[src/rtl/keysweep_pkg.sv]
package keysweep_pkg;

    typedef enum logic [1:0] {
        ST_IDLE  = 2'd0,
        ST_RUN   = 2'd1,
        ST_DRAIN = 2'd2
    } sweep_state_e;

    // Round constant seed; bit i of a round constant is seed bit (i mod 64)
    localparam logic [63:0] ROUND_SEED = 64'h9E3779B97F4A7C15;

endpackage

[src/rtl/keysweep_stage.sv]
module keysweep_stage
    import keysweep_pkg::*;
#(
    parameter int BLK_W = 64,
    parameter int KEY_W = 56,
    parameter int ROT   = 13,
    parameter int IDX   = 0
) (
    input  logic             clk,
    input  logic             rst_n,
    input  logic             flush,
    input  logic             in_v,
    input  logic [BLK_W-1:0] in_blk,
    input  logic [KEY_W-1:0] in_key,
    output logic             out_v,
    output logic [BLK_W-1:0] out_blk,
    output logic [KEY_W-1:0] out_key
);

    typedef struct packed {
        logic             v;
        logic [BLK_W-1:0] blk;
        logic [KEY_W-1:0] key;
    } slot_t;

    slot_t q, d;
    logic [BLK_W-1:0] spread, rc, mixed, turned;

    always_comb begin
        for (int i = 0; i < BLK_W; i++) begin
            spread[i] = in_key[i % KEY_W];
            rc[i]     = ROUND_SEED[i % 64];
        end
        rc     = rc + BLK_W'(IDX);
        mixed  = in_blk ^ spread;
        turned = (mixed << ROT) | (mixed >> (BLK_W - ROT));
        d      = q;
        d.v    = in_v && !flush;
        d.blk  = turned + rc;
        d.key  = in_key;
    end

    always_ff @(posedge clk or negedge rst_n) begin
        if (!rst_n) q <= '0;
        else        q <= d;
    end

    assign out_v   = q.v;
    assign out_blk = q.blk;
    assign out_key = q.key;

endmodule

[src/rtl/keysweep_pipe.sv]
module keysweep_pipe #(
    parameter int BLK_W  = 64,
    parameter int KEY_W  = 56,
    parameter int STAGES = 4,
    parameter int ROT    = 13
) (
    input  logic                               clk,
    input  logic                               rst_n,
    input  logic                               flush,
    input  logic                               in_v,
    input  logic [BLK_W-1:0]                   in_blk,
    input  logic [KEY_W-1:0]                   in_key,
    output logic                               out_v,
    output logic [BLK_W-1:0]                   out_blk,
    output logic [KEY_W-1:0]                   out_key,
    output logic [STAGES-2:0]                  tap_v,
    output logic [STAGES-2:0][KEY_W-1:0]       tap_key
);

    logic [STAGES:0]            v_w;
    logic [STAGES:0][BLK_W-1:0] blk_w;
    logic [STAGES:0][KEY_W-1:0] key_w;

    assign v_w[0]   = in_v;
    assign blk_w[0] = in_blk;
    assign key_w[0] = in_key;

    for (genvar s = 0; s < STAGES; s++) begin : g_round
        keysweep_stage #(
            .BLK_W(BLK_W), .KEY_W(KEY_W), .ROT(ROT), .IDX(s)
        ) u_stage (
            .clk    (clk),
            .rst_n  (rst_n),
            .flush  (flush),
            .in_v   (v_w[s]),
            .in_blk (blk_w[s]),
            .in_key (key_w[s]),
            .out_v  (v_w[s+1]),
            .out_blk(blk_w[s+1]),
            .out_key(key_w[s+1])
        );
    end

    // Taps on every stage except the last, for resume-point selection
    for (genvar t = 0; t < STAGES - 1; t++) begin : g_tap
        assign tap_v[t]   = v_w[t+1];
        assign tap_key[t] = key_w[t+1];
    end

    assign out_v   = v_w[STAGES];
    assign out_blk = blk_w[STAGES];
    assign out_key = key_w[STAGES];

endmodule

[src/rtl/keysweep_unit.sv]
module keysweep_unit
    import keysweep_pkg::*;
#(
    parameter int KEY_W  = 56,
    parameter int BLK_W  = 64,
    parameter int STAGES = 4,
    parameter int ROT    = 13
) (
    input  logic             clk,
    input  logic             rst_n,
    input  logic             ld_plain,
    input  logic [BLK_W-1:0] plain_in,
    input  logic             ld_target,
    input  logic [BLK_W-1:0] target_in,
    input  logic             ld_key,
    input  logic [KEY_W-1:0] key_in,
    input  logic             ld_end,
    input  logic [KEY_W-1:0] end_in,
    input  logic             start,
    input  logic             stop,
    output logic             running,
    output logic             found,
    output logic             exhausted,
    output logic [KEY_W-1:0] cur_key
);

    typedef struct packed {
        sweep_state_e     st;
        logic [BLK_W-1:0] plain;
        logic [BLK_W-1:0] target;
        logic [KEY_W-1:0] ctr;
        logic [KEY_W-1:0] last;
        logic             hit;
        logic             empty;
    } ctl_t;

    ctl_t q, d;
    logic issue, flush, hit_now, oldest_hit;
    logic [KEY_W-1:0] oldest;

    logic                         pipe_out_v;
    logic [BLK_W-1:0]             pipe_out_blk;
    logic [KEY_W-1:0]             pipe_out_key;
    logic [STAGES-2:0]            tap_v;
    logic [STAGES-2:0][KEY_W-1:0] tap_key;

    keysweep_pipe #(
        .BLK_W(BLK_W), .KEY_W(KEY_W), .STAGES(STAGES), .ROT(ROT)
    ) u_pipe (
        .clk    (clk),
        .rst_n  (rst_n),
        .flush  (flush),
        .in_v   (issue),
        .in_blk (q.plain),
        .in_key (q.ctr),
        .out_v  (pipe_out_v),
        .out_blk(pipe_out_blk),
        .out_key(pipe_out_key),
        .tap_v  (tap_v),
        .tap_key(tap_key)
    );

    // Oldest issued key not compared this cycle: deepest valid tap
    always_comb begin
        oldest     = q.ctr;
        oldest_hit = 1'b0;
        for (int i = 0; i < STAGES - 1; i++) begin
            if (tap_v[i]) begin
                oldest     = tap_key[i];
                oldest_hit = 1'b1;
            end
        end
    end

    always_comb begin
        d       = q;
        issue   = 1'b0;
        flush   = 1'b0;
        hit_now = pipe_out_v && (pipe_out_blk == q.target);
        case (q.st)
            ST_IDLE: begin
                if (ld_plain)  d.plain  = plain_in;
                if (ld_target) d.target = target_in;
                if (ld_key)    d.ctr    = key_in;
                if (ld_end)    d.last   = end_in;
                if (start) begin
                    d.st    = ST_RUN;
                    d.hit   = 1'b0;
                    d.empty = 1'b0;
                    flush   = 1'b1;
                end
            end
            ST_RUN, ST_DRAIN: begin
                if (hit_now) begin
                    d.st  = ST_IDLE;
                    d.hit = 1'b1;
                    d.ctr = pipe_out_key;
                    flush = 1'b1;
                end else if (stop) begin
                    d.st  = ST_IDLE;
                    d.ctr = oldest_hit ? oldest : q.ctr;
                    flush = 1'b1;
                end else if (q.st == ST_DRAIN) begin
                    if (pipe_out_v && pipe_out_key == q.last) begin
                        d.st    = ST_IDLE;
                        d.empty = 1'b1;
                        flush   = 1'b1;
                    end
                end else begin
                    issue = 1'b1;
                    d.ctr = q.ctr + KEY_W'(1);
                    if (q.ctr == q.last) d.st = ST_DRAIN;
                end
            end
            default: d.st = ST_IDLE;
        endcase
    end

    always_ff @(posedge clk or negedge rst_n) begin
        if (!rst_n) begin
            q <= '{st: ST_IDLE, default: '0};
        end else begin
            q <= d;
        end
    end

    assign running   = (q.st != ST_IDLE);
    assign found     = q.hit;
    assign exhausted = q.empty;
    assign cur_key   = q.ctr;

endmodule

[config.mk]
export PLATFORM = sky130hd
export DESIGN_NAME = keysweep_unit
export DESIGN_NICKNAME = d
export VERILOG_FILES = /design/src/rtl/keysweep_pkg.sv /design/src/rtl/keysweep_stage.sv /design/src/rtl/keysweep_pipe.sv /design/src/rtl/keysweep_unit.sv
export SDC_FILE = /design/constraint.sdc
export NUM_CORES = 1
export LEC_CHECK = 0
export BUFFER_PORTS_ARGS = -buffer_cell sky130_fd_sc_hd__buf_2
export CAP_MARGIN = 15
export CORE_MARGIN = 2
export CORE_UTILIZATION = 60
export DETAILED_ROUTE_END_ITERATION = 7
export PLACE_DENSITY_LB_ADDON = 0.1
export SLEW_MARGIN = 30
export SYNTH_ARGS = -nofsm -noshare
export SYNTH_HDL_FRONTEND = slang
export SYNTH_SLANG_ARGS = --single-unit
[constraint.sdc]
create_clock -name clk -period 3.75 [get_ports clk]
set_input_delay 0.375 -clock clk [delete_from_list [all_inputs] [get_ports clk]]
set_output_delay 0.375 -clock clk [all_outputs]
set_load 0.01 [all_outputs]
======== Yosys cells after proc, flatten, opt, wreduce, memory -nomap -nowiden ========
Cells that the tools add are included.
operators by class
  add/sub/neg operators ................... 5
  multiplexer cells ....................... 36
  bitwise operators ....................... 8
  reductions and logical operators ........ 18
  equality and inequality tests ........... 17
operators by type and width
  cell                                                                     number
  56-bit two-way mux                                                       8
  64-bit adder, second input constant                                      4
  64-bit by 13-bit bitwise OR with 64-bit output                           4
  64-bit bitwise XOR                                                       4
  56-bit equality test                                                     2
  56-bit case mux with 2 select lines                                      1
  64-bit equality test                                                     1
  56-bit by 1-bit adder with 56-bit output, second input constant          1
  1-bit two-way mux                                                        17
  2-bit two-way mux                                                        7
  2-bit inequality test, second input constant                             7
  5-bit inequality test, second input constant                             2
  4-bit inequality test, second input constant                             2
  2-bit case mux with 2 select lines                                       2
  1-bit logical AND                                                        6
  6-bit by 3-bit inequality test with 1-bit output, second input constant  1
  2-bit AND reduction                                                      3
  3-bit AND reduction                                                      2
  6-bit AND reduction                                                      1
  5-bit AND reduction                                                      1
  2-bit nonzero test                                                       2
  2-bit by 1-bit equality test with 1-bit output, second input constant    1
  2-bit equality test, second input constant                               1
  2-bit zero test                                                          1
  other kinds (3)                                                          3
storage, ports and cells
  bits of input ports ..................... 248
  logic and storage cells ................. 103
  output and inout bits ................... 59
  register bits after elaboration ......... 728

======== Logic depth before layout (Yosys ltp) ========
  depth in word-level cells ............... 9
  mapped depth ............................ 11
  gate-level depth less buffers ........... 11

======== Modules after synthesis ========
A second synthesis with hierarchy kept.
second synthesis, totals
  cell total of the unflattened synthesis .. 3390
  area total of the unflattened synthesis .. 36866.6 um^2
by module, submodules not included
  module                                       instances  cells an instance  area each (um^2)  sequential area each (um^2)
  keysweep_unit                                1          1599               15688.8           6105.9
  keysweep_stage at u_pipe.g_round[0].u_stage  1          476                5465.2            3027.9
  keysweep_stage at u_pipe.g_round[2].u_stage  1          470                5455.2            3027.9
  keysweep_stage at u_pipe.g_round[1].u_stage  1          415                5139.9            3027.9
  keysweep_stage at u_pipe.g_round[3].u_stage  1          430                5117.4            3027.9

======== Worst setup path after synthesis ========
Ideal clock, no wire load.
  kind .................................... register to register
  start ................................... register q (netlist bit cur_key[51])
  end ..................................... register u_pipe.g_round[0].u_stage.q (netlist bit u_pipe.g_round[0].u_stage.out_blk[58])
  clock period less this slack ............ 2861 ps
  cell stages (with the launch flop) ...... 12
  data required time ...................... 3671 ps
  data arrival time ....................... 2782 ps
  setup slack ............................. 889 ps
  cell sequence ........................... dfrtp_1 buf_2 xor2_1 ha_1 o21ai_1 a211oi_4 o311ai_4 nand3_2 o31a_4 a311o_2 a21oi_1 xor2_1
RTL lines
  element                   line                  text
  start: declaration        keysweep_unit.sv:37   ctl_t q, d;
  start signal: assignment  keysweep_unit.sv:121  q <= '{st: ST_IDLE, default: '0};
  start signal: assignment  keysweep_unit.sv:123  q <= d;
  end signal: assignment    keysweep_stage.sv:44  if (!rst_n) q <= '0;
  end signal: assignment    keysweep_stage.sv:45  else q <= d;
  end: declaration          keysweep_stage.sv:26  slot_t q, d;

==> impl_metrics.xml <==
<?xml version="1.0" encoding="UTF-8"?>
<metrics>
  <group name="global_route">
    <metric name="groute.usage.overall" unit="%">44.7</metric>
    <metric name="grt-ovfl-total" unit="">0</metric>
    <metric name="pin_count_of_the_biggest_net_entering_global_routing" unit="">104</metric>
    <metric name="antenna_found_initial" unit="">6</metric>
    <metric name="first_pass_grt_wire_length" unit="um">193000</metric>
    <metric name="via_count_of_the_first_global_routing_pass" unit="">28447</metric>
  </group>
  <group name="routing">
    <metric name="routed_wirelength" unit="um">136000</metric>
    <metric name="dr_total_vias" unit="">28389</metric>
    <metric name="drt_iter0_drc" unit="">3385</metric>
    <metric name="drt-pass1-iter-count" unit="">8</metric>
    <metric name="route.detailed.wl_per_inst" unit="um">30.0</metric>
    <metric name="post_drt_via_cell_ratio" unit="">6.24</metric>
    <metric name="detail-route-antenna-nets" unit="">0</metric>
    <metric name="post-route-drc-count" unit="">0</metric>
  </group>
  <group name="worst_setup_path">
    <metric name="critical_path_data_required_time" unit="ns">4.24</metric>
    <metric name="timing.critical_path.fanout_max" unit="">5</metric>
    <metric name="critical_path.endpoint_type" unit="">flop</metric>
    <metric name="worstPathArrival" unit="ns">4.21</metric>
    <metric name="ff2ff_setup_slack" unit="ns">0.03</metric>
    <metric name="timing.critical_path.from_type" unit="">flop</metric>
    <metric name="setup.worst_path.class" unit="">reg2reg</metric>
  </group>
  <group name="placement">
    <metric name="place_ws" unit="ns">0.109</metric>
    <metric name="portBuffers" unit="">306</metric>
    <metric name="hpwl" unit="um">104000</metric>
    <metric name="place.gp.congestion" unit="">1.05</metric>
  </group>
  <group name="timing">
    <metric name="timing_max_transition_violations_final" unit="">0</metric>
    <metric name="worst_pin_slew" unit="ns">0.982</metric>
    <metric name="fin_tns_setup" unit="ns">0</metric>
    <metric name="fin_skew" unit="ns">0.0352</metric>
    <metric name="report.final.hold_viol_count" unit="">0</metric>
    <metric name="setup_violations" unit="">0</metric>
    <metric name="grt_setup_unrepaired" unit="">no</metric>
    <metric name="fin_crit" unit="ns">3.72</metric>
    <metric name="max_slew_margin" unit="%">34.4</metric>
    <metric name="clock.fmax" unit="MHz">269</metric>
    <metric name="final.period_utilization" unit="%">99.3</metric>
    <metric name="setup_ws" unit="ns">0.0279</metric>
  </group>
  <group name="synthesis">
    <metric name="postSynthNetCount" unit="">3468</metric>
    <metric name="synth_area_per_inst" unit="sq um">11.1</metric>
    <metric name="synth_cell_type_count" unit="">88</metric>
    <metric name="synth_cells" unit="">3210</metric>
    <metric name="number_of_synthesized_flops_with_an_enable_pin" unit="">0</metric>
    <metric name="async_reset_ff_share" unit="%">100</metric>
    <metric name="synthFlopType" unit="">dfrtp_1</metric>
    <metric name="synth_area" unit="sq um">35700</metric>
    <metric name="synth_seq_cells" unit="">728</metric>
    <metric name="ys_warn_count" unit="">0</metric>
    <metric name="synth-seq-area-share" unit="%">51.0</metric>
  </group>
  <group name="status">
    <metric name="run_status" unit="">complete, no violations</metric>
  </group>
  <group name="layout">
    <metric name="nNetsFinal" unit="">3972</metric>
    <metric name="share_of_post_route_cells_with_drive_strength_above_1" unit="%">21.8</metric>
    <metric name="finish.utilization" unit="%">72.9</metric>
    <metric name="area_growth" unit="%">20.3</metric>
    <metric name="layout.filler_cells" unit="">4075</metric>
  </group>
  <group name="floorplanning">
    <metric name="floorplan.die.height" unit="um">248</metric>
    <metric name="floorplan.initialDensity" unit="%">60.6</metric>
    <metric name="rows" unit="">89</metric>
    <metric name="die_width" unit="um">248</metric>
    <metric name="die_area" unit="sq um">61500</metric>
    <metric name="pin_count" unit="">307</metric>
    <metric name="core-area" unit="sq um">58900</metric>
  </group>
  <group name="clock_network">
    <metric name="cts-htree-levels" unit="">3</metric>
    <metric name="cts_tree" unit="">built</metric>
    <metric name="cts_made_buffers" unit="">77</metric>
    <metric name="clock-sinks" unit="">728</metric>
    <metric name="path_clk_slew" unit="ns">0.07</metric>
    <metric name="postCtsSetupBuffers" unit="">0</metric>
    <metric name="maximum_buffer_depth_of_the_clock_tree" unit="">3</metric>
    <metric name="clk_latency" unit="ns">0.66</metric>
    <metric name="ctsRootBufferMaster" unit="">clkbuf_16</metric>
  </group>
  <group name="job">
    <metric name="max-cap-violations" unit="">0</metric>
  </group>
  <group name="worst_hold_path">
    <metric name="min-delay-path-class" unit="">in2reg</metric>
  </group>
</metrics>
==> final cells by class <==
type                    instances  area, sq um  share of cell area, %
diodes                          3         7.51                 0.0175
inverters                      55          206                  0.481
clock inverters                37          522                   1.21
repair buffers                625         4550                   10.6
well taps                     773          967                   2.25
flip-flops and latches        728        18200                   42.4
clock buffers                 103         2160                   5.04
multi-input cells            2227        16300                   38.0
==> through the flow <==
| stage | cells | cell area [sq um] | hold WS (ns) |
|---|---|---|---|
| after global placement | 4227 | 38400 | 0.396 |
| after floorplan | 3210 | 35700 | 0.0794 |
| after CTS | 4547 | 42900 | 0.00119 |
| after detailed placement | 4227 | 38400 | 0.403 |
| final | 4551 | 42900 | 0.0172 |
| after global routing | 4548 | 42900 | 0.0118 |
==> placed cells by master, fill, tap and decap left out, drive strengths merged, types with 16 or more instances in the layout <==
cell type / netlist / layout
a21oi: 72 / 72
and2: 25 / 25
dlygate4sd3: 0 / 181
nor4: 50 / 50
xor2: 309 / 309
dfrtp: 728 / 728
mux2i: 66 / 66
nand4: 48 / 48
or2: 20 / 20
clkbuf: 108 / 103
nor2: 149 / 149
clkinv: 0 / 20
nand2b: 21 / 21
a311oi: 18 / 18
inv: 55 / 59
nor2b: 23 / 23
mux2: 185 / 185
nand3: 47 / 47
xnor2: 403 / 403
a21o: 30 / 30
buf: 92 / 444
and3: 23 / 23
nor3: 32 / 32
o211ai: 99 / 99
a211oi: 17 / 17
nand2: 259 / 259
a31oi: 16 / 16
o21ai: 173 / 173
==> registers in the layout, indices dropped and copies added (netlist names) <==
| register | count |
|---|---|
| exhausted | 1 |
| u_pipe.g_round.u_stage.out_v | 4 |
| u_pipe.g_round.u_stage.out_key | 224 |
| found | 1 |
| q | 186 |
| cur_key | 56 |
| u_pipe.g_round.u_stage.out_blk | 256 |
==> layer usage <==
metal  vias to the layer above  global-route usage [%]  part of all wire (%)
li1                      11977                       -                     -
met1                     14042                    57.1                    37
met2                      1915                    68.5                    45
met3                       451                    11.0                    10
met4                         4                    28.0                   7.6
met5                         -                       0                 0.021
==> kinds of logic (layout without fill, tap and decap cells) <==
family | after synthesis | in the layout | share of synthesized area, %
xor gates and xnor gates | 712 | 712 | 17.7
muxes | 251 | 251 | 7.69
adders and majority gates | 10 | 10 | 0.350
other | 0 | 3 | 0
buffers and inverters | 255 | 820 | 3.46
AOI/OAI and AO/OA | 522 | 522 | 9.72
and+or+nand+nor | 732 | 732 | 10.0
DFF | 728 | 728 | 51.0
==> what timing repair did <==
| item | 4_1_cts | 5_1_grt |
|---|---|---|
| resized for setup | 0 | 2 |
| setup endpoints to repair | 0 | 2 |
| hold buffers | 180 | 1 |
| endpoints found under the hold margin | 248 | 1 |
==> worst max-delay path, stage by stage, from the launching register on <==
cell and delay, ns:
dfrtp_1 0.50, xnor2_1 0.32, or2_2 0.39, nor4_1 0.66, o21ai_1 0.41, nand3_1 0.33, a211o_1 0.24, nand2_1 0.10
and3_1 0.21, xnor2_1 0.37
==> synth_stat cells, types with 5 or more instances <==
master	number	area share, %
or2_2	19	0.33
and4_1	5	0.12
and2_1	24	0.42
nand4_1	48	0.84
nor3_1	32	0.45
o21ai_1	11	0.15
dfrtp_1	728	51
xnor2_1	394	9.7
a311oi_1	18	0.44
a211o_1	5	0.12
nor2b_1	23	0.40
a211oi_1	15	0.32
mux2i_1	66	1.9
o2111ai_1	6	0.15
nand3_1	43	0.60
buf_1	9	0.095
clkbuf_1	107	1.1
or3_1	12	0.21
o22ai_1	11	0.19
and3_1	22	0.39
o21ai_0	158	2.2
xor2_1	307	7.5
nor2_1	147	1.5
nand2b_1	21	0.37
o31ai_1	6	0.13
ha_1	10	0.35
buf_4	59	1.2
xnor2_2	8	0.36
a221oi_1	5	0.12
o21bai_1	5	0.11
inv_1	54	0.57
nand2_1	259	2.7
buf_2	20	0.28
a21o_1	30	0.63
o211ai_1	99	2.1
a21oi_1	72	1.0
o21a_1	14	0.29
mux2_2	185	5.8
a31oi_1	15	0.26
nor4_1	46	0.81
==> final timing paths <==
| check | start | end | cells past startpoint |
|---|---|---|---|
| max | u_pipe.g_round[1].u_stage.out_key[3] | u_pipe.g_round[2].u_stage.out_blk[45] | 9 |
| min | end_in[24] | q[26] | 2 |
| max reg2reg | u_pipe.g_round[1].u_stage.out_key[3] | u_pipe.g_round[2].u_stage.out_blk[45] | 9 |
| min reg2reg | u_pipe.g_round[0].u_stage.out_key[43] | u_pipe.g_round[1].u_stage.out_key[43] | 0 |
| max in group asynchronous | rst_n | u_pipe.g_round[2].u_stage.out_v | 3 |
| min in group asynchronous | rst_n | q[147] | 2 |
Power is left out: the tool's default activity adds up to more than one toggle a clock period on the data nets, which glitch-free logic cannot reach.
